<file path="config.mk">
export PLATFORM = sky130hd
export DESIGN_NAME = clkchain_top
export DESIGN_NICKNAME = d
export VERILOG_FILES = /design/src/rtl/clkchain_pkg.sv /design/src/rtl/clkchain_ctrl.sv /design/src/rtl/clkchain_srcsel.sv /design/src/rtl/clkchain_stage.sv /design/src/rtl/clkchain_top.sv
export SDC_FILE = /design/constraint.sdc
export NUM_CORES = 1
export LEC_CHECK = 0
export CORE_UTILIZATION = 53
export DETAILED_ROUTE_END_ITERATION = 7
export PLACE_DENSITY_LB_ADDON = 0.15
export REMOVE_ABC_BUFFERS = 1
export SLEW_MARGIN = 10
export SYNTH_ARGS = -nofsm -noshare
export SYNTH_HDL_FRONTEND = slang
export SYNTH_SLANG_ARGS = --single-unit
</file>
<file path="constraint.sdc">
create_clock -name clk -period 3.7 [get_ports clk]
set_input_delay 0.74 -clock clk [delete_from_list [all_inputs] [get_ports clk]]
set_output_delay 0.74 -clock clk [all_outputs]
set_load 0.005 [all_outputs]
</file>
<file path="src/rtl/clkchain_pkg.sv">
package clkchain_pkg;
  // Default layout of the control word
  localparam int DEF_CTRL_W  = 32;
  localparam int DEF_SEL_W   = 3;
  localparam int DEF_RATIO_W = 6;
  localparam int DEF_NUM_SRC = 4;
  localparam int DEF_STAGES  = 4;

  // Bit position of the ratio field of stage k
  function automatic int field_lsb(input int sel_w, input int ratio_w, input int k);
    return sel_w + k * ratio_w;
  endfunction
endpackage

</file>
<file path="src/rtl/clkchain_ctrl.sv">
module clkchain_ctrl #(
  parameter int CTRL_W = 32,
  parameter int USED_W = 27
) (
  input  logic              clk,
  input  logic              rst,
  input  logic              wr_en,
  input  logic [CTRL_W-1:0] wr_data,
  input  logic              roll_ok,
  output logic [CTRL_W-1:0] act_word
);
  logic [CTRL_W-1:0] pend_word;
  logic              pend_v;

  always_ff @(posedge clk) begin
    if (rst) begin
      act_word  <= '0;
      pend_word <= '0;
      pend_v    <= 1'b0;
    end else begin
      if (pend_v && roll_ok) begin
        act_word <= pend_word;
      end
      if (wr_en) begin
        pend_word <= CTRL_W'(wr_data[USED_W-1:0]);
        pend_v    <= 1'b1;
      end else if (roll_ok) begin
        pend_v    <= 1'b0;
      end
    end
  end


  held_without_pending_chk: assert property (@(posedge clk) disable iff (rst)
    !pend_v |=> $stable(act_word));
endmodule

</file>
<file path="src/rtl/clkchain_srcsel.sv">
module clkchain_srcsel #(
  parameter int NUM_SRC = 4,
  parameter int SEL_W   = 3
) (
  input  logic [NUM_SRC-1:0] src_tick,
  input  logic [SEL_W-1:0]   sel,
  output logic               sel_tick
);
  logic [NUM_SRC-1:0] hit;

  for (genvar i = 0; i < NUM_SRC; i++) begin : g_hit
    assign hit[i] = src_tick[i] && (sel == SEL_W'(i));
  end

  assign sel_tick = |hit;
endmodule

</file>
<file path="src/rtl/clkchain_stage.sv">
module clkchain_stage #(
  parameter int RATIO_W = 6
) (
  input  logic               clk,
  input  logic               rst,
  input  logic               in_tick,
  input  logic [RATIO_W-1:0] ratio_m1,
  output logic               fire,
  output logic               zero_nxt,
  output logic               cnt_zero,
  output logic               tick_q
);
  logic [RATIO_W-1:0] cnt;
  logic [RATIO_W-1:0] cnt_nxt;
  logic               at_end;

  assign at_end   = (cnt == ratio_m1);
  assign fire     = in_tick && at_end;
  assign zero_nxt = (cnt_nxt == '0);
  assign cnt_zero = (cnt == '0);

  always_comb begin
    cnt_nxt = cnt;
    if (in_tick) begin
      cnt_nxt = at_end ? '0 : cnt + RATIO_W'(1);
    end
  end

  always_ff @(posedge clk) begin
    if (rst) begin
      cnt    <= '0;
      tick_q <= 1'b0;
    end else begin
      cnt    <= cnt_nxt;
      tick_q <= fire;
    end
  end


  count_in_range_chk: assert property (@(posedge clk) disable iff (rst)
    cnt <= ratio_m1);
endmodule

</file>
<file path="src/rtl/clkchain_top.sv">
module clkchain_top
  import clkchain_pkg::*;
#(
  parameter int CTRL_W  = DEF_CTRL_W,
  parameter int SEL_W   = DEF_SEL_W,
  parameter int RATIO_W = DEF_RATIO_W,
  parameter int NUM_SRC = DEF_NUM_SRC,
  parameter int STAGES  = DEF_STAGES
) (
  input  logic               clk,
  input  logic               rst,
  input  logic               wr_en,
  input  logic [CTRL_W-1:0]  wr_data,
  output logic [CTRL_W-1:0]  rd_data,
  input  logic [NUM_SRC-1:0] src_tick,
  output logic [STAGES-1:0]  tick_out
);
  localparam int USED_W = SEL_W + STAGES * RATIO_W;

  logic [CTRL_W-1:0] act_word;
  logic [SEL_W-1:0]  act_sel;
  logic              sel_tick;
  logic              roll_ok;
  logic [STAGES-1:0] fire;
  logic [STAGES-1:0] zero_nxt;
  logic [STAGES-1:0] cnt_zero;
  logic [STAGES-1:0] stage_in;

  assign act_sel = act_word[SEL_W-1:0];
  assign roll_ok = &zero_nxt;
  assign rd_data = act_word;

  clkchain_ctrl #(.CTRL_W(CTRL_W), .USED_W(USED_W)) u_ctrl (
    .clk(clk), .rst(rst), .wr_en(wr_en), .wr_data(wr_data),
    .roll_ok(roll_ok), .act_word(act_word)
  );

  clkchain_srcsel #(.NUM_SRC(NUM_SRC), .SEL_W(SEL_W)) u_sel (
    .src_tick(src_tick), .sel(act_sel), .sel_tick(sel_tick)
  );

  for (genvar k = 0; k < STAGES; k++) begin : g_stage
    localparam int LSB = field_lsb(SEL_W, RATIO_W, k);
    if (k == 0) begin : g_head
      assign stage_in[k] = sel_tick;
    end else begin : g_link
      assign stage_in[k] = fire[k-1];
    end
    clkchain_stage #(.RATIO_W(RATIO_W)) u_stage (
      .clk(clk), .rst(rst), .in_tick(stage_in[k]),
      .ratio_m1(act_word[LSB +: RATIO_W]),
      .fire(fire[k]), .zero_nxt(zero_nxt[k]), .cnt_zero(cnt_zero[k]),
      .tick_q(tick_out[k])
    );
  end


  for (genvar k = 1; k < STAGES; k++) begin : g_order
    cascade_order_chk: assert property (@(posedge clk) disable iff (rst)
      tick_out[k] |-> tick_out[k-1]);
  end


  pulse_source_chk: assert property (@(posedge clk) disable iff (rst)
    (|tick_out) |-> $past(sel_tick));


  idle_source_chk: assert property (@(posedge clk) disable iff (rst)
    ($past(act_sel) >= SEL_W'(NUM_SRC)) |-> (tick_out == '0));


  apply_at_rollover_chk: assert property (@(posedge clk) disable iff (rst)
    (act_word != $past(act_word)) |-> (&cnt_zero));
endmodule

</file>
==> results of run 1 <==
[final timing paths]
path / start / end / slack (ns) / cells after the start
worst min register to register: u_ctrl.pend_word[24] / u_ctrl.act_word[24] / 0.47 / 2
worst max-delay path: src_tick[1] / u_ctrl.act_word[15] / 0.20 / 10
worst max register to register: g_stage[0].u_stage.cnt[3] / u_ctrl.act_word[15] / 0.32 / 9
worst min-delay path: u_ctrl.pend_word[24] / u_ctrl.act_word[24] / 0.47 / 2
[flip-flops by register name, summed over array words and instances (netlist names)]
| signal | count |
|---|---|
| g_stage.u_stage.cnt | 24 |
| g_stage.u_stage.tick_q | 4 |
| u_ctrl.pend_word | 27 |
| u_ctrl.act_word | 27 |
| u_ctrl.pend_v | 1 |
[layout make-up]
cell class / instances / area [um^2]
well taps: 102 / 128
clock inverters: 5 / 85.1
inverters: 3 / 11.3
multi-input cells: 374 / 2320
flip-flops and latches: 83 / 1660
fillers: 638 / 2530
clock buffers: 10 / 138
repair buffers: 89 / 848
[cells in the mapped netlist, drive strengths merged (4+ instances only)]
cell type | n | area [um^2]
a21oi | 43 | 215
a22oi | 7 | 52.6
a31oi | 6 | 37.5
and2 | 6 | 38.8
and3 | 7 | 45.1
and4 | 4 | 36.3
buf | 21 | 170
clkbuf | 28 | 105
dfxtp | 83 | 1660
ha | 4 | 50.1
mux2i | 28 | 280
nand2 | 23 | 86.3
nand3 | 10 | 50.1
nand4 | 36 | 225
nor2 | 65 | 244
nor3 | 12 | 60.1
o21ai | 44 | 224
xnor2 | 17 | 149
xor2 | 15 | 131
[cell families (layout without fill, tap and decap cells)]
family | Yosys count | after routing | synth area share, %
multiplexers | 30 | 30 | 7.11
buffers and inverters | 52 | 107 | 6.73
AO/OA/AOI/OAI | 126 | 126 | 17.5
adder cells (fa/ha/maj) | 4 | 4 | 1.18
AND/OR/NAND/NOR | 177 | 177 | 21.7
other | 1 | 5 | 0.0881
XOR/XNOR | 32 | 32 | 6.58
flip-flops | 83 | 83 | 39.0
[routing by layer]
metal / vias up / routed length [um]
li1: 1919 / -
met1: 1836 / 4900
met2: 127 / 4730
met3: 9 / 488
met4: 0 / 98
met5: - / 0
[metrics by stage]
step	hold slack, ns	instances
after detailed placement	0.463	651
after floorplan	0.444	460
after CTS	0.478	666
final	0.474	666
after global placement	0.455	651
after global routing	0.493	666
[critical path, stage by stage]
cell and delay, ns:
clkdlybuf4s50_1 0.45, mux2_2 0.17, a22o_2 0.24, and3_1 0.34, a211oi_1 0.12, or4_4 0.56, or4b_1 0.61, buf_4 0.22
o21ai_0 0.17, a21oi_1 0.08
[where the power goes]
group | internal (mW) | switching [mW] | leakage, nW
clock network | 0.400 | 0.339 | 0.109
logic | 0.278 | 0.387 | 1.24
registers | 0.931 | 0.0303 | 0.676
total | 1.61 | 0.756 | 2.02
==> impl_results.md, run 1 <==
* CTS Hold Bufs at 0
* H-Tree Depth at 3
* Endpoint class of the critical path: register
* Antenna Cells at 0
* Routability Congestion at between 0.9 and 1
* Top Ports at 75
* Max-cap viol count at 0
* Syn Inst Count at slightly above 500
* Post-route DRC at 0
* Initial antenna violation count at 0
* GR Util met1 at roughly 37%
* Clock sink total at 83
* Worst Skew at 0.0111 ns
* Postcts setup bufs at 0
* Warnings from Yosys at 0
* Nets@finish at between 600 and 700
* Yosys cell types at 58
* Post-DP HPWL at 6.98 mm
* I/O Buffers at 64
* Worst setup margin at 0.200 ns
* Initial Util at 55.1%
* CP Class: in -> reg
* Drt pass-1 iters at 4
* Layout cells sized above 1 at under 10%
* Clock Latency Late Sink at around 0.36 ns
* Dpl ws at -0.128 ns
* CTS tree: yes
* Final Setup Violations at 0
* Least-Margin Pin Slew at 0.948 ns
* Die area at between 8000 and 9000 um^2
* Post-Syn Area at around 4300 um^2
* GRT met3 Usage at about 3.0%
* Hold Crit Class: reg -> reg
* TritonCTS Buffers at 9
* Final Hold Viols at 0
* Count of standard-cell rows at 32
* DP Area at 4970 um^2
* Flop and latch count out of synthesis at 83
* Max-slew violation count at 0
* EDFF count, synth at 0
* Cell Pwr Density at roughly 460 nW/um^2
* Startpoint Class: input pin
* Slew margin rel. at 36.8%
* Core area at between 7000 and 8000 um^2
* Crit path time final at about 3.5 ns
* Post-synthesis sequential area ratio at about two fifths
* Root Driver: clkbuf_8
* Initial drt markers at about 200
* Static Leak at a little over 2 nW
* Finished Cell Area at 5190 um^2
* GR Layer Usage met2 at about two fifths
* WP data required at approximately 4 ns
* Total negative slack at 0 ns
* Die width at ~90 um
* Die height at about 92 um
* Crit path max fanout at 11
* Routed Antenna Nets at 0
* Congestion Overflow GR at 0
* Final Cycle Share at between 90% and 100%
* GRT Max-Usage Layer: met2
* Most frequent cells in the layout: dfxtp_1, nor2_1, clkdlybuf4s50_1
* Avg WL per Cell at 15.3 um
* Mean cell area of the mapped netlist at 8.43 um^2
* Number of global-route vias before repair at 3540
* Post-CTS sizing at 0
* First-pass GRT wire length at 17.4 mm
* Clock buffer depth at 2
* VDD IR-drop max at between 0.0003 and 0.0004 V
* Outcome: finished clean
* WL final at approximately 10 mm
* GRT Overall Usage at 25.7%
* Synth-to-Final Area Change at 22.0%
* RSZ-0062 raised after global routing: no
* Most used flip-flop cell after synthesis: dfxtp_1
* Largest net degree at the start of global routing at 53
* Clock-pin slew on the worst setup and hold paths at around 0.090 ns
* Drt via density at just under 6
* Vias at a little under 4000
* Crit path DAT at approximately 3.7 ns
* Max Fclk at 0.286 GHz
* Async S/R FF share, synth at 0%
* Most common cell after layout, fill and taps aside: dfxtp_1
* Total power draw at about 2.4 mW
* Finished Core Util at between 60% and 70%
No activity file was read; power rests on OpenSTA's default activity.
==> run 2, diff against run 1 <==
CORE_MARGIN = 2   (was default)
CORE_UTILIZATION = 54   (was 53)
GPL_ROUTABILITY_DRIVEN = 0   (was default)
SYNTH_HIERARCHICAL = 1   (was default)
==> impl_results.md, run 2 <==
* DR top layer: met4
* Avg WL per Cell at 15.2 um (-0.69%)
* Multi-input gate area at 2570 um^2 (+11%)
* Layout cells sized above 1 at 25.5% (+16 points)
* CP Class: in -> reg
* Die height at 95.7 um (+4.5%)
* Total power draw at 4.29 mW (+81%)
* Reg-to-reg critical path startpoint: u_ctrl/act_word[0]
* Drt via density at 5.37 (-8.0%)
* Startpoint Class: input pin
* Hold Crit Class: reg -> reg
* Most frequent cells in the layout: dfxtp_1, clkdlybuf4s50_1, nor2_1
* Least-Margin Pin Slew at 1.13 ns (+0.183 ns)
* Top Ports at 75 (unchanged)
* Static Leak at 2.15 nW (+6.3%)
* Initial Util at 55.5% (+0.46 points)
* Critical Path Start: src_tick[1]
* Nets@finish at 556 (-7.8%)
* Register-to-register setup slack at 0.12 ns (-0.20 ns)
* Routed Antenna Nets at 0 (unchanged)
* Most common cell after layout, fill and taps aside: dfxtp_1
* WL final at 9.42 mm (-7.8%)
* Final Cycle Share at 97.6% (+3.0 points)
* Worst Hold Launch: u_ctrl/pend_word[20]
* Endpoint class of the critical path: register
* Crit path max fanout at 5 (-6)
* Count of standard-cell rows at 33 (+3.1%)
* Synth-to-Final Area Change at 24.4%
* Worst Skew at 0.0104 ns (-0.000740 ns)
* Initial drt markers at 88 (-56%)
* Die area at 9160 um^2 (+9.1%)
* Congestion Overflow GR at 0 (unchanged)
* Dpl ws at -0.677 ns (-0.550 ns)
* M1 wire length at 4.33 mm (-12%)
* Top Registers: u_ctrl/act_word x27, u_ctrl/pend_word x27, g_stage.u_stage/cnt x24
* Clock power frac at 16.4% (-15 points)
* CTS tree: yes
* # placed instances at 586 (-10%)
* Total negative slack at 0 ns (unchanged)
* Final Hold Viols at 0 (unchanged)
* TritonCTS Buffers at 9 (unchanged)
* Largest net degree at the start of global routing at 56 (+5.7%)
* Clock Latency Late Sink at 0.35 ns (about the same)
* Root Driver: clkbuf_8
* Int Power at 2.74 mW (+70%)
* Max-slew violation count at 0 (unchanged)
* Number of global-route vias before repair at 3196 (-9.7%)
* Flop pwr share at 25.4% (-15 points)
* Max Fclk at 0.277 GHz (-3.1%)
* Crit path DAT at 3.90 ns (+0.21 ns)
* Post-route DRC at 0 (unchanged)
* Post-Layout Cell Count at 618 (-7.2%)
* Sequential Area at 1660 um^2 (+0.15%)
* Mean cell area of the mapped netlist at 10.4 um^2 (+24%)
* Sw Ratio at 36.2% (+4.2 points)
* Clock sink total at 83 (unchanged)
* Syn Inst Count at 435 (-14%)
* Crit path time final at 3.61 ns (+0.111 ns)
* VDD IR-drop max at 0.000453 V (+19%)
* I/O Buffers at 64 (unchanged)
* GRT Overall Usage at 21.9% (-3.8 points)
* First-pass GRT wire length at 15.6 mm (-10%)
* Vias at 3320 (-15%)
* Drt pass-1 iters at 4 (unchanged)
* Sw power at 1.55 mW (+110%)
* Die width at 95.7 um (+4.5%)
* Warnings from Yosys at 6 (+6)
* Cell Pwr Density at 760 nW/um^2 (+67%)
* Initial antenna violation count at 0 (unchanged)
* DR WL met3 at 283 um (-42%)
* CTS Hold Bufs at 0 (unchanged)
* Clock buffer depth at 2 (unchanged)
* Slew margin rel. at 24.6% (-12 points)
* Final Setup Violations at 0 (unchanged)
* Post-DP HPWL at 5.80 mm (-17%)
* WL met2 at 4.66 mm (-1.5%)
* FILL cells at 636 (-0.31%)
* WP data required at 3.98 ns (+0.09 ns)
* Post-Syn Area at 4540 um^2 (+6.7%)
* H-Tree Depth at 3 (unchanged)
* Core area at 8180 um^2 (+5.8%)
* Antenna Cells at 0 (unchanged)
* Clock-pin slew on the worst setup and hold paths at 0.08 ns (about the same)
* Logic pwr share at 58.2% (+30 points)
* RSZ-0062 raised after global routing: yes
* Max-cap viol count at 0 (unchanged)
* Worst setup margin at 0.0885 ns (-0.111 ns)
* Outcome: finished clean
-- run 2: area by class of cell --
type | count | area share (%)
clock inverter | 4 | 1.35
clock buffer | 11 | 2.33
timing repair buffer | 97 | 17.9
sequential | 83 | 29.5
inverter | 17 | 1.13
multi-input combinational | 301 | 45.6
tap | 105 | 2.33
-- run 2: repair_timing --
action / 4_1_cts / 5_1_grt
endpoints found under the hold margin: 0 / 0
resized for setup: 28 / 15
gates cloned: 5 / 0
setup endpoints to repair: 28 / 28
setup buffers: 9 / 3
pin swaps: 18 / 13
-- run 2: worst max-delay path, stage by stage --
cell and delay [ns]:
clkbuf_2 0.08, mux4_2 0.23, nor2b_4 0.15, inv_2 0.06
nor4_4 0.29, inv_2 0.08, nor4_4 0.32, inv_2 0.09
nor4_4 0.34, buf_4 0.17, buf_6 0.10, or4_4 0.12
o41ai_2 0.06, a21o_1 0.19, and4_4 0.16, buf_6 0.12
buf_6 0.12, buf_12 0.14, a21bo_4 0.21, a21oi_2 0.12
-- run 2: final timing paths --
check	end	depth (start not counted)
worst min register to register	u_ctrl/act_word[20]	2
worst max-delay path	u_ctrl/act_word[26]	20
worst max register to register	u_ctrl/act_word[26]	19
worst min-delay path	u_ctrl/act_word[20]	2
-- run 2: power by group through the flow --
| stage | clock network, mW | registers [mW] | logic (mW) |
|---|---|---|---|
| 2_1_floorplan | 0 | 1.08 | 0.843 |
| 5_1_grt | 0.749 | 1.11 | 2.64 |
| 3_3_place_gp | 0 | 1.10 | 1.44 |
| 4_1_cts | 0.719 | 1.09 | 2.43 |
| 6_report | 0.702 | 1.09 | 2.50 |
| 3_5_place_dp | 0 | 1.10 | 1.48 |
-- run 2: per-stage QoR --
stage          util, %  hold WS [ns]  instance area (um^2)
2_1_floorplan        -         0.453                  4220
3_3_place_gp      62.7         0.466                  5120
3_5_place_dp      62.7         0.475                  5120
4_1_cts           68.6         0.484                  5610
5_1_grt           69.1         0.493                  5650
6_report          69.1         0.483                  5650
-- run 2: layer usage --
metal  track usage (%)  vias up
li1                  -     1654
met1              28.7     1603
met2              36.1       53
met3              4.31       10
met4              7.50        0
met5                 0        -
==> run 3, diff against run 2 <==
--- a/constraint.sdc
+++ b/constraint.sdc
@@ -3,2 +3,2 @@
 set_output_delay 0.74 -clock clk [all_outputs]
-set_load 0.005 [all_outputs]
+set_load 0.05 [all_outputs]
==> results of run 3 <==
The final DEF is identical to that of run 2. Status: finished clean.
Main changes from that run: total power 4.29 mW -> 4.45 mW; worst IR drop on VDD 0.000453 V -> 0.000456 V
